===== config.mk =====
export PLATFORM = sky130hd
export DESIGN_NAME = lane_cfg_i2c
export DESIGN_NICKNAME = d
export VERILOG_FILES = /design/src/rtl/lcfg_pkg.sv /design/src/rtl/lcfg_sync.sv /design/src/rtl/lcfg_ctrl.sv /design/src/rtl/lcfg_regs.sv /design/src/rtl/lane_cfg_i2c.sv
export SDC_FILE = /design/constraint.sdc
export NUM_CORES = 1
export LEC_CHECK = 0
export ABC_AREA = 1
export ABC_CLOCK_PERIOD_IN_PS = 2700
export BUFFER_PORTS_ARGS = -buffer_cell sky130_fd_sc_hd__buf_2
export CORE_MARGIN = 2
export CORE_UTILIZATION = 52
export DETAILED_ROUTE_END_ITERATION = 10
export PLACE_DENSITY = 0.74
export SYNTH_ARGS = -nofsm -noshare
export SYNTH_HDL_FRONTEND = slang
export SYNTH_SLANG_ARGS = --single-unit

===== constraint.sdc =====
create_clock -name clk -period 2.7 [get_ports clk]
set_clock_uncertainty 0.05 [all_clocks]
set_input_delay 0.27 -clock clk [delete_from_list [all_inputs] [get_ports clk]]
set_output_delay 0.27 -clock clk [all_outputs]
set_load 0.005 [all_outputs]

===== src/rtl/lcfg_pkg.sv =====
package lcfg_pkg;
  localparam int BYTE_W      = 8;
  localparam int REG_COUNT   = 12;
  localparam int CTRL_FIRST  = 2;
  localparam int CTRL_COUNT  = 8;
  localparam int IDX_W       = $clog2(REG_COUNT + 1);
  localparam logic [6:0] ADDR_FIXED = 7'b110_0000;
  localparam logic [BYTE_W-1:0] PAST_END = 8'hFF;

  typedef enum logic [3:0] {
    ST_IDLE, ST_ADDR, ST_AACK, ST_AHOLD, ST_WR, ST_WACK, ST_WHOLD,
    ST_RD, ST_RREL, ST_RACK, ST_RLOAD, ST_SKIP
  } busState_e;

  typedef struct packed {
    logic              wrEn;
    logic              snapEn;
    logic [IDX_W-1:0]  idx;
    logic [BYTE_W-1:0] wrData;
  } regStrobe_t;
endpackage


===== src/rtl/lcfg_sync.sv =====
module lcfg_sync #(
  parameter int WIDTH  = 2,
  parameter int STAGES = 2
) (
  input  logic             clk,
  input  logic             rstN,
  input  logic [WIDTH-1:0] din,
  output logic [WIDTH-1:0] dout
);
  localparam int CHAIN_W = WIDTH * STAGES;

  logic [CHAIN_W-1:0] chain;

  // Bus lines idle high, so the chain also resets high.
  always_ff @(posedge clk or negedge rstN) begin
    if (!rstN) chain <= '1;
    else       chain <= {chain[CHAIN_W-WIDTH-1:0], din};
  end

  assign dout = chain[CHAIN_W-1 -: WIDTH];
endmodule


===== src/rtl/lcfg_ctrl.sv =====
module lcfg_ctrl import lcfg_pkg::*; (
  input  logic              clk,
  input  logic              rstN,
  input  logic              sclS,
  input  logic              sdaS,
  input  logic [2:0]        strap,
  input  logic [BYTE_W-1:0] rdByte,
  output regStrobe_t        strobe,
  output logic              sdaLow
);
  busState_e         state;
  logic              sclP, sdaP;
  logic [2:0]        bitCnt;
  logic [BYTE_W-1:0] shiftReg;
  logic [IDX_W-1:0]  idx;
  logic              isRead;
  logic              drvLow;

  logic sclRise, sclFall, startSeen, stopSeen, pastEnd, addrHit;
  logic [6:0] myAddr;

  always_ff @(posedge clk or negedge rstN) begin
    if (!rstN) begin
      sclP <= 1'b1;
      sdaP <= 1'b1;
    end else begin
      sclP <= sclS;
      sdaP <= sdaS;
    end
  end

  assign sclRise   = sclS & ~sclP;
  assign sclFall   = ~sclS & sclP;
  assign startSeen = sclS & sclP & sdaP & ~sdaS;
  assign stopSeen  = sclS & sclP & ~sdaP & sdaS;
  // two fixed-high bits, two fixed-low bits, three strap bits
  assign myAddr    = ADDR_FIXED | {2'b00, strap[2], 2'b00, strap[1:0]};
  assign addrHit   = (shiftReg[7:1] == myAddr);
  assign pastEnd   = (idx >= IDX_W'(REG_COUNT));

  always_comb begin
    strobe        = '0;
    strobe.idx    = idx;
    strobe.wrData = shiftReg;
    strobe.wrEn   = (state == ST_WACK) && sclFall && !pastEnd;
    // status capture when a read address is acknowledged (R2: bit 0 = 1 means read)
    strobe.snapEn = (state == ST_AACK) && sclFall && addrHit && shiftReg[0];
  end

  always_ff @(posedge clk or negedge rstN) begin
    if (!rstN) begin
      state    <= ST_IDLE;
      bitCnt   <= '0;
      shiftReg <= '0;
      idx      <= '0;
      isRead   <= 1'b0;
      drvLow   <= 1'b0;
    end else if (startSeen) begin
      state  <= ST_ADDR;      // every START, repeated or not, rewinds to 0
      bitCnt <= '0;
      idx    <= '0;
      drvLow <= 1'b0;
    end else if (stopSeen) begin
      state  <= ST_IDLE;
      drvLow <= 1'b0;
    end else begin
      case (state)
        ST_ADDR, ST_WR: if (sclRise) begin
          shiftReg <= {shiftReg[BYTE_W-2:0], sdaS};
          bitCnt   <= bitCnt + 3'd1;
          if (bitCnt == 3'd7) state <= (state == ST_ADDR) ? ST_AACK : ST_WACK;
        end
        ST_AACK: if (sclFall) begin
          if (addrHit) begin
            drvLow <= 1'b1;
            isRead <= shiftReg[0];
            state  <= ST_AHOLD;
          end else begin
            state  <= ST_SKIP;
          end
        end
        ST_AHOLD: if (sclFall) begin
          if (isRead) begin
            shiftReg <= rdByte;
            drvLow   <= ~rdByte[BYTE_W-1];
            state    <= ST_RD;
          end else begin
            drvLow <= 1'b0;
            state  <= ST_WR;
          end
        end
        ST_WACK: if (sclFall) begin
          drvLow <= ~pastEnd;
          state  <= ST_WHOLD;
        end
        ST_WHOLD: if (sclFall) begin
          drvLow <= 1'b0;
          if (!pastEnd) idx <= idx + IDX_W'(1);
          state  <= ST_WR;
        end
        ST_RD: begin
          if (sclRise) begin
            bitCnt <= bitCnt + 3'd1;
            if (bitCnt == 3'd7) state <= ST_RREL;
          end else if (sclFall) begin
            shiftReg <= {shiftReg[BYTE_W-2:0], 1'b0};
            drvLow   <= ~shiftReg[BYTE_W-2];
          end
        end
        ST_RREL: if (sclFall) begin
          drvLow <= 1'b0;
          state  <= ST_RACK;
        end
        ST_RACK: if (sclRise) begin
          if (sdaS) begin
            state <= ST_SKIP;          // master NACK ends the read
          end else begin
            if (!pastEnd) idx <= idx + IDX_W'(1);
            state <= ST_RLOAD;
          end
        end
        ST_RLOAD: if (sclFall) begin
          shiftReg <= rdByte;
          drvLow   <= ~rdByte[BYTE_W-1];
          state    <= ST_RD;
        end
        default: ;
      endcase
    end
  end

  assign sdaLow = drvLow;
endmodule


===== src/rtl/lcfg_regs.sv =====
module lcfg_regs import lcfg_pkg::*; (
  input  logic                         clk,
  input  logic                         rstN,
  input  regStrobe_t                   strobe,
  input  logic [BYTE_W-1:0]            sigIn,
  input  logic [BYTE_W-1:0]            rxIn,
  output logic [BYTE_W-1:0]            rdByte,
  output logic [CTRL_COUNT*BYTE_W-1:0] ctrlFlat
);
  logic [BYTE_W-1:0] snapSig, snapRx;

  always_ff @(posedge clk or negedge rstN) begin
    if (!rstN) begin
      snapSig <= '0;
      snapRx  <= '0;
    end else if (strobe.snapEn) begin
      snapSig <= sigIn;
      snapRx  <= rxIn;
    end
  end

  // one byte register per control slot
  for (genvar g = 0; g < CTRL_COUNT; g++) begin : g_ctrl
    logic [BYTE_W-1:0] q;
    always_ff @(posedge clk or negedge rstN) begin
      if (!rstN) q <= '0;
      else if (strobe.wrEn && strobe.idx == IDX_W'(CTRL_FIRST + g)) q <= strobe.wrData;
    end
    assign ctrlFlat[g*BYTE_W +: BYTE_W] = q;
  end

  always_comb begin
    rdByte = PAST_END;
    if (strobe.idx < IDX_W'(REG_COUNT)) rdByte = '0;     // reserved bytes
    for (int k = 0; k < CTRL_COUNT; k++)
      if (strobe.idx == IDX_W'(CTRL_FIRST + k)) rdByte = ctrlFlat[k*BYTE_W +: BYTE_W];
    if (strobe.idx == IDX_W'(0)) rdByte = snapSig;
    if (strobe.idx == IDX_W'(1)) rdByte = snapRx;
  end
endmodule


===== src/rtl/lane_cfg_i2c.sv =====
module lane_cfg_i2c import lcfg_pkg::*; #(
  parameter int SYNC_STAGES = 2
) (
  input  logic                         clk,
  input  logic                         rstN,
  input  logic                         sclIn,
  input  logic                         sdaIn,
  input  logic [2:0]                   strapAddr,
  input  logic [BYTE_W-1:0]            sigDetect,
  input  logic [BYTE_W-1:0]            rxDetect,
  output logic                         sdaLow,
  output logic [CTRL_COUNT*BYTE_W-1:0] cfgBytes
);
  logic [1:0]        busSync;
  regStrobe_t        strobe;
  logic [BYTE_W-1:0] rdByte;

  lcfg_sync #(.WIDTH(2), .STAGES(SYNC_STAGES)) u_sync (
    .clk  (clk),
    .rstN (rstN),
    .din  ({sclIn, sdaIn}),
    .dout (busSync)
  );

  lcfg_ctrl u_ctrl (
    .clk    (clk),
    .rstN   (rstN),
    .sclS   (busSync[1]),
    .sdaS   (busSync[0]),
    .strap  (strapAddr),
    .rdByte (rdByte),
    .strobe (strobe),
    .sdaLow (sdaLow)
  );

  lcfg_regs u_regs (
    .clk      (clk),
    .rstN     (rstN),
    .strobe   (strobe),
    .sigIn    (sigDetect),
    .rxIn     (rxDetect),
    .rdByte   (rdByte),
    .ctrlFlat (cfgBytes)
  );
endmodule


Word level (Yosys, flattened, before mapping):

Index checks and enable logic that the tools add are counted.

* bits in registers: 107
* input port bits: 23
* output and inout port bits: 65
* word-level logic and storage cells: 174

* add/subtract/negate cells: 2
* magnitude comparators: 2
* equal/unequal tests: 46
* multiplexer cells: 59
* bitwise gates (word level): 16
* reduce and logical (&&, ||, !) cells: 30

Operators by type and width (count)
* $mux 8: 17
* $mux 4: 20
* $ne 4x1->1 const B: 14
* $pmux 4 s9: 1
* $eq 4x3->1 const B: 8
* $pmux 8 s4: 1
* $eq 4x4->1 const B: 5
* $reduce_and 9->1: 2
* $eq 4x2->1 const B: 4
* $mux 3: 5
* $logic_and 1x1->1: 13
* $mux 1: 12
* $ne 2x1->1 const B: 6
* $reduce_and 12->1: 1
* $reduce_bool 11->1: 1
* $reduce_and 5->1: 2
* $not 1->1: 9
* $eq 4x1->1 const B: 2
* $pmux 4 s2: 1
* $reduce_bool 8->1: 1
* $and 1x1->1: 7
* $eq 7x7->1: 1
* $ne 3x1->1 const B: 2
* $pmux 1 s6: 1
* other kinds (17): 19

Longest topological paths before layout:

* word-level depth: 18
* mapped depth: 18
* mapped depth without buffers: 17

Hierarchy:

A second synthesis with hierarchy kept.

* cells, all modules: 676
* area total of the unflattened synthesis: 5651.7 sq um

By module, submodules not included
* lcfg_regs: times used 1, cells an instance 410, area an instance 3717.3 sq um, sequential area each 2001.9 sq um
* lcfg_ctrl: times used 1, cells an instance 260, area an instance 1814.2 sq um, sequential area each 578.1 sq um
* lcfg_sync: times used 1, cells an instance 6, area an instance 120.1 sq um, sequential area each 105.1 sq um

Worst setup path before layout:

No wires, ideal clock.

* path kind: register -> register
* start point: register u_ctrl.idx[0]
* end point: register u_ctrl.shiftReg[0]
* setup time: 73 ps
* arrival: 1806 ps
* data required time: 2577 ps
* setup slack: 771 ps
* stages on the path, launching flop included: 16
* path buffers: 1
* clock period less this slack: 1929 ps
* cells stage by stage: dfrtp_1 inv_1 ha_1 buf_2 nand3_1 inv_1 nand2_1 nand2_1 nand2_1 nand2_1 nand2_1 nand2_1 nand2_1 nand2_1 nand2_1 a21oi_2

* cells in the longest elaborated chain, start to end: 15
* elaborated cells on any way between the ends: 26
* those cells by class: order compare (1); eq/ne (9); mux (15); reduce/logical (1)

RTL lines
* start, declared: RTL line lcfg_ctrl.sv:15 `logic [IDX_W-1:0] idx;`
* start signal, assigned: RTL line lcfg_ctrl.sv:98 `if (!pastEnd) idx <= idx + IDX_W'(1);`
* start signal, assigned: RTL line lcfg_ctrl.sv:118 `if (!pastEnd) idx <= idx + IDX_W'(1);`
* $lt 4x4->1: RTL line lcfg_regs.sv:34 `if (strobe.idx < IDX_W'(REG_COUNT)) rdByte = '0;`
* $mux 8: RTL line lcfg_regs.sv:34
* $mux 8 (8 in series): RTL line lcfg_regs.sv:36 `if (strobe.idx == IDX_W'(CTRL_FIRST + k)) rdByte = ctrlFlat[k*BYTE_W +: BYTE_W];`
* $mux 8: RTL line lcfg_regs.sv:37 `if (strobe.idx == IDX_W'(0)) rdByte = snapSig;`
* $mux 8 (*): RTL line lcfg_regs.sv:38 `if (strobe.idx == IDX_W'(1)) rdByte = snapRx;`
* $mux 8: RTL line lcfg_ctrl.sv:83 `if (isRead) begin`
* $mux 8: RTL line lcfg_ctrl.sv:82 `ST_AHOLD: if (sclFall) begin`
* $pmux 8 s4 (*): RTL line lcfg_ctrl.sv:67 `case (state)`
* end signal, assigned: RTL line lcfg_ctrl.sv:69 `shiftReg <= {shiftReg[BYTE_W-2:0], sdaS};`
* end signal, assigned: RTL line lcfg_ctrl.sv:84 `shiftReg <= rdByte;`
* end signal, assigned: RTL line lcfg_ctrl.sv:106 `shiftReg <= {shiftReg[BYTE_W-2:0], 1'b0};`
* end, declared: RTL line lcfg_ctrl.sv:14 `logic [BYTE_W-1:0] shiftReg;`

Mark *: on every way between the ends. The rest lies on a longest branch, timed or not. The select of a mux whose other input is x is not followed.
A chain may end at the register's enable or synchronous reset.

Worst setup path in the final report:

* start point: register u_ctrl.idx[2]
* end point: register u_ctrl.shiftReg[0]

The elaborated chain is that of the path after synthesis.

==> out/metrics.yaml <==
yosysWarnings: 0
grt_setup_unrepaired: "false"
fin_crit_sh: 0.8863
cts_buffers: 9
die_x_um: 108.2
cp-start-kind: "flip-flop"
fin_ws_ns: 0.3069
crit_chain: "nor2_4 > nand2_2 > or2_2 > nand2_1 > nand3_1 > nand3_1 > nand2_1 > nand2_1 > nand2_1 > nand2_1 > nand2_1 > nand2_1 > nand2_1 > nand2_1 > a21oi_2"
cts-root-buf: "clkbuf_8"
hpwlAfterDp_um: 10600
min_from: "sigDetect[5]"
path_max_fanout: 16
r2r_start: "u_ctrl.idx[2]"
drt_wl_total_um: 14610
end_kind: "flip-flop"
worstReg2RegEnd: "u_ctrl.shiftReg[0]"
grt_start_max_net_pins: 63
core_area_um2: 10700
async_flop_share: 1.000
cp_slowest_stage_delay_ns: 0.55
r2r_cells: 15
hold_path_end: "u_regs.snapSig[5]"
vias: 5027
drt-wirelength-per-cell_um: 15.75
cp_top_family: "simple AND/OR/NAND/NOR gates"
die-area_um2: 11700
rows: 38
clockBufferDepth: 2
power_density_nw_per_um2: 869.1
p_int_mw: 3.103
tns_ns: 0
drive_gt1_frac: 0.2411
fillerInstances: 965
n_antenna_cell: 0
crit_buf_inv: 0
cp_num_cells: 15
ant_nets: 0
tightest_slew_ns: 0.6011
critPathKind: "flip-flop to flip-flop"
crit_path_top_delay_cell: "dfrtp_1"
track_usage: 0.2611
initial_core_util: 0.5274
ir_drop_uv: 369.9
clk_pin_slew_ns: 0.11
syn_to_final_growth_pct: 13.82
drc: 0
min_path_cells: 2
grt.overflow.total: 0
p_seq_frac: 0.403
arrival_ns: 2.62
post-route-util: 0.6002
drv_slew: 0
drt-pass1-iter-count: 5
hold_path.class: "input pin to flip-flop"
grt_pass1_wl_um: 23670
crit_required_ns: 2.93
synthesis.area_um2: 5642
io_pins: 88
cts.sinks: 107
die_h_um: 108.2
status: "completed"
clkPwrFrac: 0.167
place_ws_ns: 0.3077
share_comb_of_total_power: 0.430
hold_viol: 0
synth_cells: 694
p_switching_mw: 2.478
period_needed_ns: 2.393
h-tree-depth: 3
synth.ff_latch_count: 107
relSlewSlack: 0.5993
syn_area_per_cell_um2: 8.129
clk_latency_ns: 0.38
detail_route.vias_per_cell: 5.417
max_clock_freq_ghz: 0.4179
maxCapViolCount: 0
syn_nets: 723
leakagePower_nw: 3.489
antenna_found_initial: 0
ys_seq_area_frac: 0.4759
drtIter0Drc: 335
grt_pass1_vias: 4589
synth_cell_types: 46
synth_edf_count: 0
fin_nets: 812
finalSetupViolations: 0
cts_tree: "yes"
gp_congestion: 0.8938
critical_path.most_common_cell: "nand2_1"
switching_share: 0.4440
r2r_slack_ns: 0.31
synth_flop_cell: "dfrtp_1"
io_buffer_count: 87
==> synthesized netlist by cell type (2+ instances only) <==
master    count  share of area
mux2_2        7          0.014
or2_0         2         0.0022
nand3b_1      2         0.0027
nor2_2        7         0.0078
buf_2         5         0.0044
or2_2        12          0.013
o21ai_0      85          0.075
nand3_1      34          0.030
o21ai_2       3         0.0047
dfstp_2       6          0.028
mux2_4        9          0.024
inv_1        59          0.039
nor2_1       40          0.027
clkbuf_1      8         0.0053
inv_2         9         0.0060
dfrtp_1     101           0.45
nor3_1        8         0.0071
o21ai_1       4         0.0035
nand2_2      11          0.012
nor4_1        3         0.0033
a21oi_1      16          0.014
nand2_1     220           0.15
buf_6         3         0.0060
a32o_1        2         0.0035
a31oi_1       2         0.0022
buf_4         3         0.0040
nand4_2       2         0.0044
ha_1          6          0.013
nor3_2        3         0.0053
nand4_1       3         0.0033
o31ai_1       2         0.0027
nor2_4        3         0.0060
==> registers in the layout, summed over array words and instances, names as in the netlist <==
register,count
u_sync.chain,4
u_ctrl.sdaLow,1
u_regs.snapSig,8
u_ctrl.bitCnt,3
u_ctrl.sclP,1
u_regs.g_ctrl.q,64
u_ctrl.idx,4
u_ctrl.sdaP,1
u_regs.snapRx,8
u_ctrl.shiftReg,8
u_ctrl.isRead,1
u_ctrl.state,4
==> cell families after synthesis <==
| kind of cell | synth area share |
|---|---|
| AO/OA/AOI/OAI | 0.1182 |
| flip-flops | 0.4759 |
| buffers and inverters | 0.06498 |
| adder cells (fa/ha/maj) | 0.01331 |
| multiplexers | 0.03793 |
| AND/OR/NAND/NOR | 0.2896 |
==> through the flow <==
stage,instance area (µm²),hold WS (ns),power (mW),std cells
floorplan,5642,-0.07559,3.817,694
global placement,6208,0.2573,4.602,909
detailed placement,6208,0.2606,4.651,909
CTS,6416,0.05565,5.574,928
global route,6421,0.05610,6.032,928
finish,6421,0.06228,5.581,928
==> power groups by stage <==
stage	clock network, mW	logic [mW]	registers (mW)
finish	0.930	2.40	2.25
global route	1.01	2.74	2.28
CTS	0.940	2.39	2.24
detailed placement	0	2.38	2.27
global placement	0	2.34	2.26
floorplan	0	1.64	2.18
==> worst reg2reg max path, delay by kind of cell (launching register included) <==
kind	cells	cell delay, ns
and+or+nand+nor	14	1.66
DFF	1	0.55
AOI/OAI and AO/OA	1	0.05
==> area by class of cell <==
| class | count | area [µm²] | share of cell area |
|---|---|---|---|
| Sequential cell | 107 | 2685 | 0.4182 |
| Multi-Input combinational cell | 500 | 2595 | 0.4041 |
| Timing Repair Buffer | 97 | 533.0 | 0.08301 |
| Inverter | 68 | 255.2 | 0.03975 |
| Tap cell | 140 | 175.2 | 0.02728 |
| Clock buffer | 12 | 145.1 | 0.02260 |
| Clock inverter | 4 | 32.53 | 0.005066 |
==> worst max path at each step <==
stage / start / to / slack, ns
2_1_floorplan: u_ctrl.idx[0] / u_ctrl.shiftReg[0] / 0.77
3_3_place_gp: u_ctrl.idx[2] / u_ctrl.shiftReg[0] / 0.44
3_5_place_dp: u_ctrl.idx[0] / u_ctrl.shiftReg[0] / 0.31
4_1_cts: u_ctrl.idx[0] / u_ctrl.shiftReg[0] / 0.27
5_1_grt: u_ctrl.idx[2] / u_ctrl.shiftReg[0] / 0.11
6_report: u_ctrl.idx[2] / u_ctrl.shiftReg[0] / 0.31
==> layer usage <==
metal | GRT usage | routed length (µm)
met1 | 0.3599 | 6448
met2 | 0.4236 | 6849
met3 | 0.03978 | 941
met4 | 0.08791 | 375
met5 | 0 | 0
==> what timing repair did <==
item	CTS	global route
endpoints found under the hold margin	47	0
setup endpoints to repair	0	3
hold buffers	3	0
setup buffers	0	0
gates resized for setup	0	1
==> cell usage in the layout, fill, tap and decap left out, types with 3 or more instances in the layout <==
cell	count
nand2_2	11
nor2_4	3
or2_2	12
inv_1	59
dfrtp_1	101
nor2_2	7
nor2_1	40
nand2_1	220
nor4_1	3
a21oi_1	16
nor3_1	8
inv_2	9
ha_1	6
o21ai_2	3
nor3_2	3
o21ai_1	4
dlygate4sd3_1	3
nand3_1	33
buf_4	7
clkbuf_8	10
mux2_2	7
dfstp_2	6
mux2_4	9
o21ai_0	85
buf_2	86
nand4_1	3
No activity file was read; power rests on OpenSTA's default activity.
